<file path="config.mk">
export PLATFORM = sky130hd
export DESIGN_NAME = stop_wake_seq
export DESIGN_NICKNAME = d
export VERILOG_FILES = /design/src/rtl/swk_pkg.sv /design/src/rtl/swk_pin_filter.sv /design/src/rtl/swk_hold_timer.sv /design/src/rtl/swk_vec_fetch.sv /design/src/rtl/stop_wake_seq.sv
export SDC_FILE = /design/constraint.sdc
export NUM_CORES = 1
export LEC_CHECK = 0
export ABC_AREA = 0
export BUFFER_PORTS_ARGS = -buffer_cell sky130_fd_sc_hd__buf_2
export CAP_MARGIN = 20
export CELL_PAD_IN_SITES_DETAIL_PLACEMENT = 1
export CELL_PAD_IN_SITES_GLOBAL_PLACEMENT = 1
export CORE_UTILIZATION = 45
export CTS_BUF_LIST = sky130_fd_sc_hd__clkbuf_8
export DETAILED_ROUTE_END_ITERATION = 7
export GPL_TIMING_DRIVEN = 0
export PLACE_DENSITY = 0.89
export RECOVER_POWER = 25
export SKIP_LAST_GASP = 1
export SYNTH_ARGS = -nofsm -noshare
export SYNTH_HDL_FRONTEND = slang
export SYNTH_SLANG_ARGS = --single-unit
</file>
<file path="constraint.sdc">
create_clock -name clk -period 5.6 [get_ports clk]
set_input_delay 1.12 -clock clk [delete_from_list [all_inputs] [get_ports clk]]
set_output_delay 1.12 -clock clk [all_outputs]
set_load 0.01 [all_outputs]
</file>
<file path="src/rtl/swk_pkg.sv">
package swk_pkg;

  typedef enum logic [2:0] {
    SQ_RUN   = 3'd0,
    SQ_STOP  = 3'd1,
    SQ_HOLD  = 3'd2,
    SQ_FETCH = 3'd3,
    SQ_EXC   = 3'd4
  } sq_state_t;

  typedef enum logic [1:0] {
    FP_IDLE = 2'd0,
    FP_HI   = 2'd1,
    FP_LO   = 2'd2
  } fetch_phase_t;

  // Counter has reached the last cycle of a window of 'len' cycles.
  function automatic logic at_last(input logic [31:0] cnt, input int unsigned len);
    return cnt == 32'(len - 1);
  endfunction

  // A pin differs from its reference level.
  function automatic logic level_moved(input logic now_lvl, input logic ref_lvl);
    return now_lvl ^ ref_lvl;
  endfunction

endpackage

</file>
<file path="src/rtl/swk_pin_filter.sv">
module swk_pin_filter #(
  parameter int unsigned FILT_CYCLES = 3
) (
  input  logic clk,
  input  logic rst_n,
  input  logic arm,
  input  logic active,
  input  logic enable,
  input  logic pin,
  output logic hit
);
  import swk_pkg::*;

  localparam int unsigned CW = $clog2(FILT_CYCLES + 1);

  logic          ref_q;
  logic [CW-1:0] run_q;
  logic          moved;
  logic          counting;

  assign moved    = level_moved(pin, ref_q);
  assign counting = active && enable && moved && !arm;
  assign hit      = counting && at_last(32'(run_q), FILT_CYCLES);

  always_ff @(posedge clk or negedge rst_n) begin
    if (!rst_n) begin
      ref_q <= 1'b0;
      run_q <= '0;
    end else begin
      if (arm) ref_q <= pin;
      if (!counting) run_q <= '0;
      else if (!hit) run_q <= run_q + 1'b1;
    end
  end

endmodule

</file>
<file path="src/rtl/swk_hold_timer.sv">
module swk_hold_timer #(
  parameter int unsigned HOLD_CYCLES = 66
) (
  input  logic clk,
  input  logic rst_n,
  input  logic start,
  output logic busy,
  output logic last
);
  import swk_pkg::*;

  localparam int unsigned HW = $clog2(HOLD_CYCLES + 1);

  logic [HW-1:0] cnt_q;
  logic          busy_q;

  assign busy = busy_q;
  assign last = busy_q && at_last(32'(cnt_q), HOLD_CYCLES);

  always_ff @(posedge clk or negedge rst_n) begin
    if (!rst_n) begin
      busy_q <= 1'b0;
      cnt_q  <= '0;
    end else if (start) begin
      busy_q <= 1'b1;
      cnt_q  <= '0;
    end else if (last) begin
      busy_q <= 1'b0;
      cnt_q  <= '0;
    end else if (busy_q) begin
      cnt_q  <= cnt_q + 1'b1;
    end
  end

endmodule

</file>
<file path="src/rtl/swk_vec_fetch.sv">
module swk_vec_fetch #(
  parameter int unsigned ADDR_W  = 16,
  parameter int unsigned DATA_W  = 8,
  parameter logic [ADDR_W-1:0] HI_ADDR = 16'h0002,
  parameter logic [ADDR_W-1:0] LO_ADDR = 16'h0003
) (
  input  logic                  clk,
  input  logic                  rst_n,
  input  logic                  start,
  output logic                  rd_req,
  output logic [ADDR_W-1:0]     rd_addr,
  input  logic                  rd_valid,
  input  logic [DATA_W-1:0]     rd_data,
  output logic                  done,
  output logic [2*DATA_W-1:0]   vec
);
  import swk_pkg::*;

  fetch_phase_t      phase_q;
  logic [DATA_W-1:0] hi_q;
  logic [DATA_W-1:0] lo_q;
  logic              done_q;

  assign rd_req  = (phase_q != FP_IDLE);
  assign rd_addr = (phase_q == FP_LO) ? LO_ADDR : HI_ADDR;
  assign done    = done_q;
  assign vec     = {hi_q, lo_q};

  always_ff @(posedge clk or negedge rst_n) begin
    if (!rst_n) begin
      phase_q <= FP_IDLE;
      hi_q    <= '0;
      lo_q    <= '0;
      done_q  <= 1'b0;
    end else begin
      done_q <= 1'b0;
      unique case (phase_q)
        FP_IDLE: if (start) phase_q <= FP_HI;
        FP_HI: if (rd_valid) begin
          hi_q    <= rd_data;
          phase_q <= FP_LO;
        end
        FP_LO: if (rd_valid) begin
          lo_q    <= rd_data;
          done_q  <= 1'b1;
          phase_q <= FP_IDLE;
        end
        default: phase_q <= FP_IDLE;
      endcase
    end
  end

endmodule

</file>
<file path="src/rtl/stop_wake_seq.sv">
module stop_wake_seq #(
  parameter int unsigned NUM_PINS    = 8,
  parameter int unsigned FILT_CYCLES = 3,
  parameter int unsigned HOLD_CYCLES = 66,
  parameter int unsigned ADDR_W      = 16,
  parameter int unsigned DATA_W      = 8,
  parameter logic [ADDR_W-1:0] VEC_HI_ADDR = 16'h0002,
  parameter logic [ADDR_W-1:0] VEC_LO_ADDR = 16'h0003
) (
  input  logic                  clk,
  input  logic                  rst_n,
  input  logic                  stop_req,
  input  logic                  wdt_timeout,
  input  logic                  wdt_exc_mode,
  input  logic [NUM_PINS-1:0]   gpio_in,
  input  logic [NUM_PINS-1:0]   gpio_wake_en,
  output logic                  stopped,
  output logic                  osc_en,
  output logic                  core_rst,
  output logic                  stat_stop,
  output logic                  stat_wdt,
  output logic                  mem_rd_req,
  output logic [ADDR_W-1:0]     mem_rd_addr,
  input  logic                  mem_rd_valid,
  input  logic [DATA_W-1:0]     mem_rd_data,
  output logic                  pc_load,
  output logic [2*DATA_W-1:0]   pc_value,
  output logic                  wdt_exc_req
);
  import swk_pkg::*;

  sq_state_t           state_q;
  logic [NUM_PINS-1:0] pin_hit;
  logic                stop_enter;
  logic                in_stop;
  logic                wdt_evt;
  logic                gpio_evt;
  logic                wake_evt;
  logic                hold_busy;
  logic                hold_last;
  logic                fetch_done;
  logic                exc_pend_q;
  logic                stat_stop_q;
  logic                stat_wdt_q;

  assign in_stop    = (state_q == SQ_STOP);
  assign stop_enter = (state_q == SQ_RUN) && stop_req;
  assign wdt_evt    = in_stop && wdt_timeout;
  assign gpio_evt   = in_stop && (|pin_hit);
  assign wake_evt   = wdt_evt || gpio_evt;

  for (genvar p = 0; p < NUM_PINS; p++) begin : g_pin
    swk_pin_filter #(.FILT_CYCLES(FILT_CYCLES)) u_filt (
      .clk    (clk),
      .rst_n  (rst_n),
      .arm    (stop_enter),
      .active (in_stop),
      .enable (gpio_wake_en[p]),
      .pin    (gpio_in[p]),
      .hit    (pin_hit[p])
    );
  end

  swk_hold_timer #(.HOLD_CYCLES(HOLD_CYCLES)) u_hold (
    .clk   (clk),
    .rst_n (rst_n),
    .start (wake_evt),
    .busy  (hold_busy),
    .last  (hold_last)
  );

  swk_vec_fetch #(
    .ADDR_W  (ADDR_W),
    .DATA_W  (DATA_W),
    .HI_ADDR (VEC_HI_ADDR),
    .LO_ADDR (VEC_LO_ADDR)
  ) u_fetch (
    .clk      (clk),
    .rst_n    (rst_n),
    .start    (hold_last),
    .rd_req   (mem_rd_req),
    .rd_addr  (mem_rd_addr),
    .rd_valid (mem_rd_valid),
    .rd_data  (mem_rd_data),
    .done     (fetch_done),
    .vec      (pc_value)
  );

  always_ff @(posedge clk or negedge rst_n) begin
    if (!rst_n) begin
      state_q     <= SQ_RUN;
      exc_pend_q  <= 1'b0;
      stat_stop_q <= 1'b0;
      stat_wdt_q  <= 1'b0;
    end else begin
      unique case (state_q)
        SQ_RUN:  if (stop_req) state_q <= SQ_STOP;
        SQ_STOP: if (wake_evt) begin
          state_q     <= SQ_HOLD;
          stat_stop_q <= 1'b1;
          stat_wdt_q  <= wdt_evt;
          exc_pend_q  <= wdt_evt && wdt_exc_mode;
        end
        SQ_HOLD:  if (hold_last) state_q <= SQ_FETCH;
        SQ_FETCH: if (fetch_done) state_q <= exc_pend_q ? SQ_EXC : SQ_RUN;
        SQ_EXC: begin
          exc_pend_q <= 1'b0;
          state_q    <= SQ_RUN;
        end
        default: state_q <= SQ_RUN;
      endcase
    end
  end

  assign stopped     = in_stop;
  assign osc_en      = !in_stop;
  assign core_rst    = hold_busy;
  assign stat_stop   = stat_stop_q;
  assign stat_wdt    = stat_wdt_q;
  assign pc_load     = fetch_done;
  assign wdt_exc_req = (state_q == SQ_EXC);

endmodule

</file>
==> flow_summary_export.csv <==
group,metric,value,unit
outcome,outcome,"complete, but fails checks",
outcome,violations,"capacitance limit, slew limit",
timing,worst_pin_slew,1.704,ns
cts,path_clk_slew,0.06,ns
cts,cts_max_level,3,
cts,cts_buffers,9,
layout,antenna_cells,0,
layout,layout_commonest_cell,"dfrtp_1",
timing,slew_violations,30,
worst_setup_path,crit_type,"reg -> out",
cts,cts_resized,0,
floorplanning,die_h,80.78,µm
layout,nets,375,
cts,clk_path_buf_depth,2,
timing,tns,0,ns
layout,drive_gt1_share,33.53,%
placement,port_buffers,54,
cts,clock_latency,0.33,ns
layout,fillers,693,
worst_setup_path,ff2ff_setup_slack,3.25,ns
power,p_int,0.001015,W
floorplanning,coreArea,5956,µm²
synth,ys_seq_area_share,51.08,%
timing,clock.fmax,342.7,MHz
synth,netlist.area_leader.share,51.08,%
placement,place.gp.congestion,0.7514,
global_route,grt_antenna_before_repair,0,
placement,place_area,3226,µm²
run,maxCapViolCount,1,
power,power_density,440.9,nW/µm²
cts,clkSinkCount,57,
placement,dp_hpwl,4636,µm
detailed_routing,drt_pass1_iterations,4,
synth,ys_warn_count,0,
detailed_routing,viasPerCell,4.935,
floorplanning,fp.dieW,80.78,µm
global_route,grt_max_degree,31,
detailed_routing,ant_nets,0,
floorplanning,initial_core_util,46.89,%
power,switchingPower,0.0004967,W
timing,finalClockSkew,0.007861,ns
min_path,hp-class,"reg -> reg",
power,finalPower,0.001511,W
worst_setup_path,required,4.48,ns
layout,syn_to_final_growth,22.76,%
power,seqPwrFrac,41.7,%
synth,yosysTopAreaCell,"dfrtp_1",
detailed_routing,vias,2048,
detailed_routing,wirelength,6274,µm
worst_setup_path,crit_path_max_fanout,10,
cts,root_buffer,"clkbuf_8",
power,comb_power_share,31.7,%
layout,final_area,3428,µm²
detailed_routing,drtIter0Drc,97,
global_route,grt_pass1_wl,10580,µm
synth,yosysUniqueCellTypes,40,
timing,finalHoldViolations,0,
timing,fin_crit,2.918,ns
cts,cts-hold-fix-buffers,0,
timing,rsz0062_at_grt,"no",
cts,post_cts_buffers,0,
floorplanning,io_pins,70,
power,switching_share,32.86,%
synth,synth_top_cells_by_area,"dfrtp_1 (51%), mux2_2 (10%), xor2_1 (5.6%), nor2_1 (5.2%), ha_1 (4.5%)",
global_route,grt_pass1_vias,2203,
synth,postSynthCellCount,256,
power,vdd_drop_max,0.0002669,V
detailed_routing,drc,0,
global_route,grt-ovfl-total,0,
power,p_leak,1.752,nW
synth,synth_area,2793,µm²
worst_setup_path,crit_path_end_kind,"primary output",
floorplanning,die_area,6525,µm²
worst_setup_path,critPathLaunchType,"flip-flop",
power,clkPwrFrac,26.6,%
synth,yosys_register_bits,57,
floorplanning,rows,28,
layout,final_cell_mix,"dfrtp_1 (57), buf_2 (52), nor2_1 (39), mux2_2 (25)",
timing,timing.final.crit_share,52.11,%
timing,relSlewSlack,-13.58,%
cts,cts_tree,"yes",
worst_setup_path,arrival,1.80,ns
synth,syn_area_per_cell,10.91,µm²
detailed_routing,detail_route.wl_per_cell,15.12,µm
global_route,track_usage,22.03,%
timing,setup_viol,0,
per-layer routing:
metal | wire length, µm | vias to the layer above | track usage (%)
met1 | 2547 | 1003 | 25.93
met2 | 3407 | 42 | 38.31
met5 | 0 | - | 0
met3 | 218 | 10 | 4.607
met4 | 100 | 0 | 10.54
li1 | - | 993 | -
sequential cells by signal, summed over array words and instances, names as in the netlist:
register and cells:
g_pin.u_filt.run_q 16, g_pin.u_filt.ref_q 8, u_fetch.hi_q 8, u_fetch.lo_q 8, u_hold.cnt_q 7, state_q 3
u_fetch.phase_q 2, exc_pend_q 1, stat_stop 1, stat_wdt 1, u_fetch.done 1, u_hold.busy 1
logic make-up after synthesis:
group           Yosys count  share of synthesized area (%)
simple gates             84                          15.05
flops                    57                          51.08
compound gates           23                          5.645
fa+ha+maj                10                          4.480
other cells               2                         0.2689
xor+xnor                 19                          5.959
buf+inv                  35                          7.079
mux                      26                          10.44
cell type report:
class                      instances  area [µm²]  share of cell area (%)
tap                               75       93.84                   2.737
multi-input combinational        177        1217                   35.51
buffer                            19       137.6                   4.015
timing repair buffer              55       285.3                   8.321
sequential                        57        1426                   41.61
inverter                          16       60.06                   1.752
clock buffer                      12       165.2                   4.818
clock inverter                     4       42.54                   1.241
critical path: stages, from the launching register on:
cell     delay (ns)
dfrtp_1        0.36
buf_2          0.18
nor3b_4        0.35
buf_2          0.29
inv_1          0.13
buf_2          0.16
synthesized netlist by cell type, drive strengths merged:
master,n
dfrtp,57
nor2,39
mux2,25
buf,18
xor2,18
inv,16
a21oi,12
nand3,12
ha,10
nand2,8
and3,5
nand4,4
a211oi,2
a31oi,2
and2,2
conb,2
nand2b,2
nand3b,2
nor3,2
nor3b,2
o22ai,2
or2,2
a21o,1
a222oi,1
a41oi,1
and3b,1
clkbuf,1
mux2i,1
nand4b,1
nor2b,1
nor4b,1
o221a,1
o22a,1
xnor2,1
power groups by stage:
stage	clock network, W	logic, W	registers, W
finish	0.000403	0.000479	0.000630
detailed placement	0	0.000482	0.000638
global placement	0	0.000451	0.000627
floorplan	0	0.000296	0.000650
CTS	0.000406	0.000487	0.000632
global route	0.000423	0.000535	0.000648
through the flow:
stage / hold slack [ns] / worst slack [ns] / instances / utilization [%]
floorplan: 0.4189 / 3.003 / 269 / -
global placement: 0.4336 / 2.607 / 398 / 53.82
detailed placement: 0.4538 / 2.624 / 399 / 54.16
CTS: 0.4655 / 2.666 / 415 / 57.65
global route: 0.4815 / 2.569 / 415 / 57.56
finish: 0.4614 / 2.682 / 415 / 57.56
final timing paths:
| kind | startpoint | end | cells past startpoint |
|---|---|---|---|
| worst min-delay path | u_fetch.phase_q[1] | u_fetch.phase_q[0] | 1 |
| worst max register to register | state_q[1] | u_hold.cnt_q[3] | 7 |
| min in group asynchronous | rst_n | g_pin[1].u_filt.ref_q | 1 |
| worst max-delay path | state_q[1] | osc_en | 5 |
| max in group asynchronous | rst_n | u_fetch.hi_q[1] | 1 |
| worst min register to register | u_fetch.phase_q[1] | u_fetch.phase_q[0] | 1 |
(Power assumes the default switching activity.)
